[src/rtl/clkr_pkg.sv]
package clkr_pkg;

    localparam int CFG_W   = 32;
    localparam int RATIO_W = 6;
    localparam int MUL_W   = 12;
    localparam int IDIV_W  = 6;

    typedef enum logic {
        SRC_XTAL = 1'b0,
        SRC_PLL  = 1'b1
    } src_sel_e;

    typedef struct packed {
        src_sel_e   src;
        logic [2:0] core_code;
        logic [2:0] bus_code;
        logic [1:0] per_code;
        logic [1:0] ps;
        logic [4:0] fb1;
        logic [5:0] fb2;
        logic [4:0] ipd;
    } ratio_cfg_t;

    localparam ratio_cfg_t RATIO_RESET = '{
        src: SRC_XTAL, core_code: 3'd0, bus_code: 3'd0, per_code: 2'd0,
        ps: 2'd0, fb1: 5'd0, fb2: 6'd0, ipd: 5'd0
    };

    function automatic ratio_cfg_t decode_cfg(input logic [CFG_W-1:0] w);
        ratio_cfg_t c;
        c.src       = w[23] ? SRC_PLL : SRC_XTAL;
        c.core_code = w[27:25];
        c.bus_code  = w[22:20];
        c.per_code  = w[19:18];
        c.ps        = w[17:16];
        c.fb1       = w[15:11];
        c.fb2       = w[10:5];
        c.ipd       = w[4:0];
        return c;
    endfunction

    function automatic logic [RATIO_W-1:0] core_ratio(input logic [2:0] code);
        case (code)
            3'd1:    return RATIO_W'(2);
            3'd2:    return RATIO_W'(4);
            3'd3:    return RATIO_W'(8);
            3'd4:    return RATIO_W'(16);
            default: return RATIO_W'(1);
        endcase
    endfunction

    function automatic logic [RATIO_W-1:0] bus_ratio(input logic [2:0] code);
        case (code)
            3'd0:    return RATIO_W'(1);
            3'd1:    return RATIO_W'(2);
            3'd2:    return RATIO_W'(4);
            3'd3:    return RATIO_W'(5);
            3'd4:    return RATIO_W'(6);
            3'd5:    return RATIO_W'(8);
            3'd6:    return RATIO_W'(16);
            default: return RATIO_W'(32);
        endcase
    endfunction

    function automatic logic [RATIO_W-1:0] per_ratio(input logic [1:0] code);
        return RATIO_W'(1) << code;
    endfunction

endpackage

[src/rtl/clkr_ratio_counter.sv]
module clkr_ratio_counter #(
    parameter int W = 6
) (
    input  logic         clk,
    input  logic         rst,
    input  logic         step,
    input  logic [W-1:0] ratio,
    output logic         at_end
);
    logic [W-1:0] cnt_q;

    assign at_end = (cnt_q == ratio - W'(1));

    always_ff @(posedge clk) begin
        if (rst) begin
            cnt_q <= '0;
        end else if (step) begin
            cnt_q <= at_end ? '0 : cnt_q + W'(1);
        end
    end
endmodule

[src/rtl/clkr_pll_factor.sv]
module clkr_pll_factor
    import clkr_pkg::*;
(
    input  ratio_cfg_t         cfg,
    output logic [MUL_W-1:0]   mul,
    output logic [IDIV_W-1:0]  idiv,
    output logic [1:0]         shift
);
    logic [MUL_W-1:0] f1;
    logic [MUL_W-1:0] f2;

    always_comb begin
        f1    = MUL_W'(cfg.fb1) + MUL_W'(1);
        f2    = MUL_W'(cfg.fb2) + MUL_W'(1);
        mul   = f1 * f2;
        idiv  = IDIV_W'(cfg.ipd) + IDIV_W'(1);
        shift = cfg.ps;
    end
endmodule

[src/rtl/clkr_ratio_bank.sv]
module clkr_ratio_bank
    import clkr_pkg::*;
#(
    parameter int CNT_W = RATIO_W
) (
    input  logic                clk,
    input  logic                rst,
    input  logic [CFG_W-1:0]    cfg_word,
    input  logic                xtal_stb,
    input  logic                pll_stb,
    output logic                core_en,
    output logic                bus_en,
    output logic                per_en,
    output logic                src_is_pll,
    output logic [MUL_W-1:0]    pll_mul,
    output logic [IDIV_W-1:0]   pll_idiv,
    output logic [1:0]          pll_shift
);
    localparam int NSRC = 2;

    ratio_cfg_t act_q;
    logic       base_stb;
    logic       boundary;
    logic       per_end;

    logic [NSRC-1:0]       src_end;
    logic [CNT_W-1:0]      src_ratio [NSRC];

    assign base_stb     = (act_q.src == SRC_PLL) ? pll_stb : xtal_stb;
    assign src_ratio[0] = CNT_W'(core_ratio(act_q.core_code));
    assign src_ratio[1] = CNT_W'(bus_ratio(act_q.bus_code));

    // Source-paced counters: index 0 = core, index 1 = bus
    for (genvar g = 0; g < NSRC; g++) begin : g_src
        clkr_ratio_counter #(.W(CNT_W)) u_cnt (
            .clk    (clk),
            .rst    (rst),
            .step   (base_stb),
            .ratio  (src_ratio[g]),
            .at_end (src_end[g])
        );
    end

    assign core_en = base_stb & src_end[0];
    assign bus_en  = base_stb & src_end[1];

    clkr_ratio_counter #(.W(CNT_W)) u_per_cnt (
        .clk    (clk),
        .rst    (rst),
        .step   (bus_en),
        .ratio  (CNT_W'(per_ratio(act_q.per_code))),
        .at_end (per_end)
    );

    assign per_en   = bus_en & per_end;
    assign boundary = core_en & per_en;

    always_ff @(posedge clk) begin
        if (rst) begin
            act_q <= RATIO_RESET;
        end else if (boundary) begin
            act_q <= decode_cfg(cfg_word);
        end
    end

    assign src_is_pll = (act_q.src == SRC_PLL);

    clkr_pll_factor u_pll_factor (
        .cfg   (act_q),
        .mul   (pll_mul),
        .idiv  (pll_idiv),
        .shift (pll_shift)
    );
endmodule

[config.mk]
export PLATFORM = sky130hd
export DESIGN_NAME = clkr_ratio_bank
export DESIGN_NICKNAME = d
export VERILOG_FILES = /design/src/rtl/clkr_pkg.sv /design/src/rtl/clkr_ratio_counter.sv /design/src/rtl/clkr_pll_factor.sv /design/src/rtl/clkr_ratio_bank.sv
export SDC_FILE = /design/constraint.sdc
export NUM_CORES = 1
export LEC_CHECK = 0
export ABC_CLOCK_PERIOD_IN_PS = 6300
export BUFFER_PORTS_ARGS = -buffer_cell sky130_fd_sc_hd__buf_2
export CORE_ASPECT_RATIO = 0.8
export CORE_MARGIN = 5
export CORE_UTILIZATION = 40
export DETAILED_ROUTE_END_ITERATION = 12
export GPL_TIMING_DRIVEN = 0
export MAX_ROUTING_LAYER = met4
export PLACE_DENSITY = 0.66
export SETUP_SLACK_MARGIN = 0.02
export SYNTH_ARGS = -nofsm -noshare
export SYNTH_HDL_FRONTEND = slang
export SYNTH_SLANG_ARGS = --single-unit
[constraint.sdc]
create_clock -name clk -period 6.3 [get_ports clk]
set_input_delay 0 -clock clk [delete_from_list [all_inputs] [get_ports clk]]
set_output_delay 0 -clock clk [all_outputs]
set_load 0.02 [all_outputs]
==> out/qor.yml, run 1 <==
path_cells: "clkbuf_1 -> and3_1 -> nand3_1 -> or2_2 -> fa_1 -> fa_1 -> fa_1 -> inv_1 -> ha_1 -> a21oi_1 -> o21ai_0 -> or4_1 -> o311ai_0 -> xnor2_1 -> buf_2"
hold_violations: 0
finalMaxSlewViolations: 0
path_max_fanout: 9
root_buffer: "clkbuf_16"
yosys_warnings: 0
die_w_um: 116.3
rsz0062_at_grt: "false"
worst_path_most_repeated_cell: "fa_1"
synth_ff_type: "dfxtp_1"
period_share_pct: 79.90
cts_buffers: 5
min_path_type: "in -> reg"
vias: 3080
fmax_mhz: 198.7
core_um2: 8960
drt_wl_total_um: 7912
cts_buffer_depth: 2
io-pin-count: 60
grt_util_all_layers_pct: 15.67
crit_path_top_delay_cell: "fa_1"
post_cts_buffers: 0
syn_nets: 505
outcome: "completed"
tightest_slew_ns: 0.6663
antennaDiodeCount: 0
grt_pass1_wl_um: 13470
power_uw: 1454
min_path_cells: 4
period_minus_slack_ns: 5.033
p_per_area_nw_per_um2: 327.4
port_buffers: 54
initial_core_util_pct: 40.37
layout-drive-gt1-share_pct: 17.58
clk_pin_slew_ns: 0.06
area_growth_pct: 22.76
synthArstFlopShare_pct: 0
insertion_delay_ns: 0.28
skew_ns: 0.005799
finalSetupTns_ns: 0
arrival_ns: 5.03
finalWorstSetupSlack_ns: 1.267
layout.cells.non_filler: 627
slowest_delay_ns: 0.54
drc: 0
grt_pass1_vias: 2912
fin_nets: 593
startpoint_type: "flip-flop"
ys_seq_area_share_pct: 24.90
antenna_found_initial: 0
setup_viol: 0
layout_common_cells: "70 x nand2_1, 56 x buf_2, 45 x dfxtp_1, 41 x nor2_1"
drtAntennaViolNets: 0
worstPathRequired_ns: 6.30
firstDrtPassIters: 4
synthesis.area_um2: 3617
yosysTopAreaCellShare_pct: 24.90
cts.htree.levels: 2
max-cap-violations: 0
ys_ff_latch: 45
dieArea_um2: 11060
placed_area_um2: 4031
peakVddDrop_mv: 0.1981
max_slew_margin_pct: 54.31
die_h_um: 95.06
drtIter0Drc: 105
crit_type: "reg -> out"
synth_area_leaders: "dfxtp_1 25%, fa_1 11%, ha_1 9.0%, mux2i_1 8.0%, nand2_1 7.3%"
reg2reg_depth: 8
cts_tree: "yes"
final_cell_area_um2: 4441
grt_overflow: 0
grt_start_max_net_pins: 14
final_common_cell: "nand2_1"
wl_per_cell_um: 12.62
routed_via_density: 4.912
clock_sinks: 45
dp_hpwl_um: 6080
dp_cells: 592
place_congestion: 0.8261
yosysTopAreaCell: "dfxtp_1"
synth_edf_count: 0
rows: 31
pre_cts_slack_ns: 1.577
end_kind: "primary output"
syn_area_per_cell_um2: 8.551
synthCells: 423
ys_types: 54
p_leak_uw: 0.001966
==> timing repair <==
action                                  4_1_cts  5_1_grt
hold endpoints to repair                     27        0
gates resized for setup                       0        0
endpoints found under the setup margin        0        0
hold buffers                                 27        0
==> per-layer routing <==
layer  part of all wire [%]  global-route usage, %
met2                     44                  23.86
met5                      0                      -
met1                     50                  21.81
met3                    4.5                  2.475
met4                    1.5                  4.058
==> cell families (layout without fill, tap and decap cells) <==
kind of cell	count (synthesis)	count (layout)	share of synthesized area [%]
multiplexers	30	30	8.336
AND/OR/NAND/NOR	189	189	26.01
adder cells (fa/ha/maj)	46	46	20.06
AO/OA/AOI/OAI	33	33	6.295
flip-flops	45	45	24.90
XOR/XNOR	32	32	7.748
buffers and inverters	48	137	6.641
==> sequential cells by signal, summed over array words and instances (netlist names) <==
| signal | cells |
|---|---|
| act_q | 26 |
| u_per_cnt.cnt_q | 6 |
| src_is_pll | 1 |
| g_src.u_cnt.cnt_q | 12 |
==> cell type report <==
cell class	count	area [um2]
multi-input cells	330	2476
well taps	115	143.9
inverters	29	108.9
fillers	871	4519
clock buffers	6	128.9
repair buffers	81	540.5
plain buffers	19	131.4
clock inverters	2	10.01
flip-flops and latches	45	900.9
==> Yosys cell counts (5+ instances only) <==
master and n:
ha_1 26, fa_1 20, nand2_1 70, xor2_1 13, nand3_1 14, dfxtp_1 45, inv_1 29, nand2b_1 6
o21ai_0 5, clkbuf_1 11, nor2_1 41, a21oi_1 10, nor3_1 8, or2_2 10, nor2b_1 7, xnor2_1 19
mux2i_1 29
==> worst max-delay path, delay by kind of cell (launching register included) <==
family,cells,cell delay (ns)
buf+inv,3,0.55
flops,1,0.33
xor+xnor,1,0.17
simple gates,4,1.28
compound gates,3,0.52
fa+ha+maj,4,1.90
==> report_power, final <==
| group | internal (uW) | switching (uW) | leakage (uW) |
|---|---|---|---|
| logic | 360 | 431 | 0.00153 |
| registers | 345 | 68.5 | 0.000365 |
| clock network | 146 | 105 | 0.0000706 |
| total | 850 | 604 | 0.00197 |
==> through the flow <==
| step | hold slack, ns | util, % |
|---|---|---|
| 2_1_floorplan | 0.1421 | - |
| 3_3_place_gp | 0.2480 | 44.99 |
| 3_5_place_dp | 0.2550 | 44.99 |
| 4_1_cts | 0.1041 | 49.56 |
| 5_1_grt | 0.1424 | 49.56 |
| 6_report | 0.1110 | 49.56 |
==> final timing paths <==
check             startpoint  slack [ns]            endpoint
hold reg to reg    act_q[16]        0.46           act_q[16]
hold / removal           rst        0.11  u_per_cnt.cnt_q[3]
setup / recovery   act_q[11]        1.27         pll_mul[10]
setup reg to reg   act_q[24]        4.15           act_q[25]
Power figures use the tool's default switching activity.
==> run 2: changes to the inputs <==
--- a/config.mk
+++ b/config.mk
@@ -5,7 +5,7 @@
 export SDC_FILE = /design/constraint.sdc
 export NUM_CORES = 1
 export LEC_CHECK = 0
-export ABC_CLOCK_PERIOD_IN_PS = 6300
+export ABC_CLOCK_PERIOD_IN_PS = 4350
 export BUFFER_PORTS_ARGS = -buffer_cell sky130_fd_sc_hd__buf_2
 export CORE_ASPECT_RATIO = 0.8
 export CORE_MARGIN = 5
@@ -13,7 +13,7 @@
 export DETAILED_ROUTE_END_ITERATION = 12
 export GPL_TIMING_DRIVEN = 0
 export MAX_ROUTING_LAYER = met4
-export PLACE_DENSITY = 0.66
+export PLACE_DENSITY = 0.68
 export SETUP_SLACK_MARGIN = 0.02
 export SYNTH_ARGS = -nofsm -noshare
 export SYNTH_HDL_FRONTEND = slang
==> constraint.sdc (replaced) <==
create_clock -name clk -period 4.35 [get_ports clk]
set_input_delay 0 -clock clk [delete_from_list [all_inputs] [get_ports clk]]
set_output_delay 0 -clock clk [all_outputs]
set_load 0.02 [all_outputs]
==> out/qor.yml, run 2 (synthesis results as in run 1) <==
fin_nets: 617  # +4.0%
wl_per_cell_um: 14.79  # +17%
max-cap-violations: 0  # unchanged
fmax_mhz: 235.3
peakVddDrop_mv: 0.2822  # +42%
regMostFlops: "act_q"
skew_ns: 0.008734  # +0.002935 ns
drtAntennaViolNets: 0  # unchanged
min_path_cells: 3  # -1
largest_reg_flops: 26  # unchanged
end_kind: "primary output"
clock_sinks: 45  # unchanged
worst_hold_slack_ns: -0.001794  # -0.1128 ns
min_path_type: "in -> reg"
routed_via_density: 5.072  # +3.3%
grt_pass1_wl_um: 15150  # +13%
reg2reg_depth: 9  # +1
p_per_area_nw_per_um2: 468.5  # +43%
cts.htree.levels: 2  # unchanged
arrival_ns: 4.25  # -0.78 ns
pre_cts_slack_ns: -0.3584  # -1.935 ns
drtIter0Drc: 151  # +44%
port_buffers: 54  # unchanged
area_growth_pct: 39.43
power_uw: 2363  # +63%
vias: 3302  # +7.2%
final_common_cell: "nand2_1"
period_minus_slack_ns: 4.249
grt_start_max_net_pins: 15  # +1
cts_buffers: 5  # unchanged
tightest_slew_ns: 0.7568  # +0.09055 ns
dieArea_um2: 11060  # unchanged
drt_wl_total_um: 9627  # +22%
violations: "hold timing"
core_um2: 8960  # unchanged
firstDrtPassIters: 4  # unchanged
die_w_um: 116.3  # unchanged
antennaDiodeCount: 0  # unchanged
reg_top3: "act_q: 26 flops, g_src.u_cnt.cnt_q: 12 flops, u_per_cnt.cnt_q: 6 flops"
grt_util_all_layers_pct: 17.76  # +2.1 points
worstPathRequired_ns: 4.35  # -1.95 ns
path_max_fanout: 5  # -4
insertion_delay_ns: 0.29  # about the same
initial_core_util_pct: 40.37  # unchanged
cts_buffer_depth: 2  # unchanged
period_share_pct: 97.68
layout_common_cells: "70 x nand2_1, 53 x buf_2, 38 x nor2_1, 36 x dfxtp_1"
finalMaxSlewViolations: 0  # unchanged
finalSetupTns_ns: 0  # unchanged
startpoint_type: "flip-flop"
hold_violations: 1  # +1
p_leak_uw: 0.002135  # +8.6%
cts_tree: "yes"
setup_viol: 0  # unchanged
root_buffer: "clkbuf_16"
drc: 0  # unchanged
finalWorstSetupSlack_ns: 0.1007  # -1.166 ns
io-pin-count: 60  # unchanged
max_slew_margin_pct: 48.10  # -6.2 points
grt_pass1_vias: 3247  # +12%
fin_util_pct: 56.29  # +6.7 points
grt_overflow: 0  # unchanged
place_congestion: 0.8614  # +4.3%
die_h_um: 95.06  # unchanged
dp_hpwl_um: 6475  # +6.5%
outcome: "complete, but fails checks"
rows: 31  # unchanged
antenna_found_initial: 0  # unchanged
clk_pin_slew_ns: 0.07  # about the same
crit_type: "reg -> out"
layout-drive-gt1-share_pct: 30.60  # +13 points
run 2: report_power, final:
part           leakage, uW  internal (uW)  switching [uW]
logic              0.00169            635             695
registers         0.000371            510             125
clock network    0.0000768            229             168
run 2: layout make-up:
type / instances / area, um2
Fill cell: 773 / 3916
Sequential cell: 45 / 929.6
Clock inverter: 2 / 13.76
Clock buffer: 6 / 138.9
Timing Repair Buffer: 105 / 729.5
Tap cell: 115 / 143.9
Inverter: 29 / 108.9
Buffer: 19 / 153.9
Multi-Input combinational cell: 330 / 2825
run 2: path summary, 6_finish.rpt:
check / from / endpoint / slack (ns)
worst max register to register: u_per_cnt.cnt_q[2] / act_q[8] / 2.10
worst min-delay path: cfg_word[13] / act_q[13] / -0.002
worst max-delay path: act_q[11] / pll_mul[10] / 0.10
worst min register to register: act_q[16] / act_q[16] / 0.47
run 2: routing by layer:
metal / global-route usage [%] / up-vias / share of wire [%]
met2: 28.33 / 80 / 48
met3: 2.919 / 20 / 4.1
met4: 5.314 / 0 / 2.1
li1: - / 1632 / -
met1: 23.29 / 1570 / 46
met5: - / - / 0
run 2: through the flow:
| stage | hold WS, ns | std cells | instance area [um2] |
|---|---|---|---|
| floorplan | 0.1421 | 423 | 3617 |
| global placement | 0.2528 | 592 | 4031 |
| detailed placement | 0.2588 | 592 | 4031 |
| CTS | 0.01154 | 632 | 4668 |
| global route | 0.04600 | 651 | 5044 |
| finish | -0.001794 | 651 | 5044 |
run 2: repair_timing:
| action | in CTS | in global routing |
|---|---|---|
| endpoints found under the hold margin | 26 | 0 |
| hold buffers | 26 | 0 |
| gates resized for setup | 43 | 46 |
| endpoints found under the setup margin | 5 | 3 |
| buffers inserted | 6 | 19 |
| pin swaps | 11 | 23 |
run 2: worst max-delay path, stage by stage, from the launching register on:
cell and delay (ns):
dfxtp_4 0.37, ha_4 0.17, nand3_2 0.11, xor2_2 0.21, or2_2 0.33, fa_1 0.52
fa_1 0.44, fa_1 0.49, inv_1 0.07, ha_4 0.26, nand2_1 0.08, o21ai_2 0.08
or4_4 0.43, o311ai_4 0.08, xnor2_1 0.15, buf_4 0.16
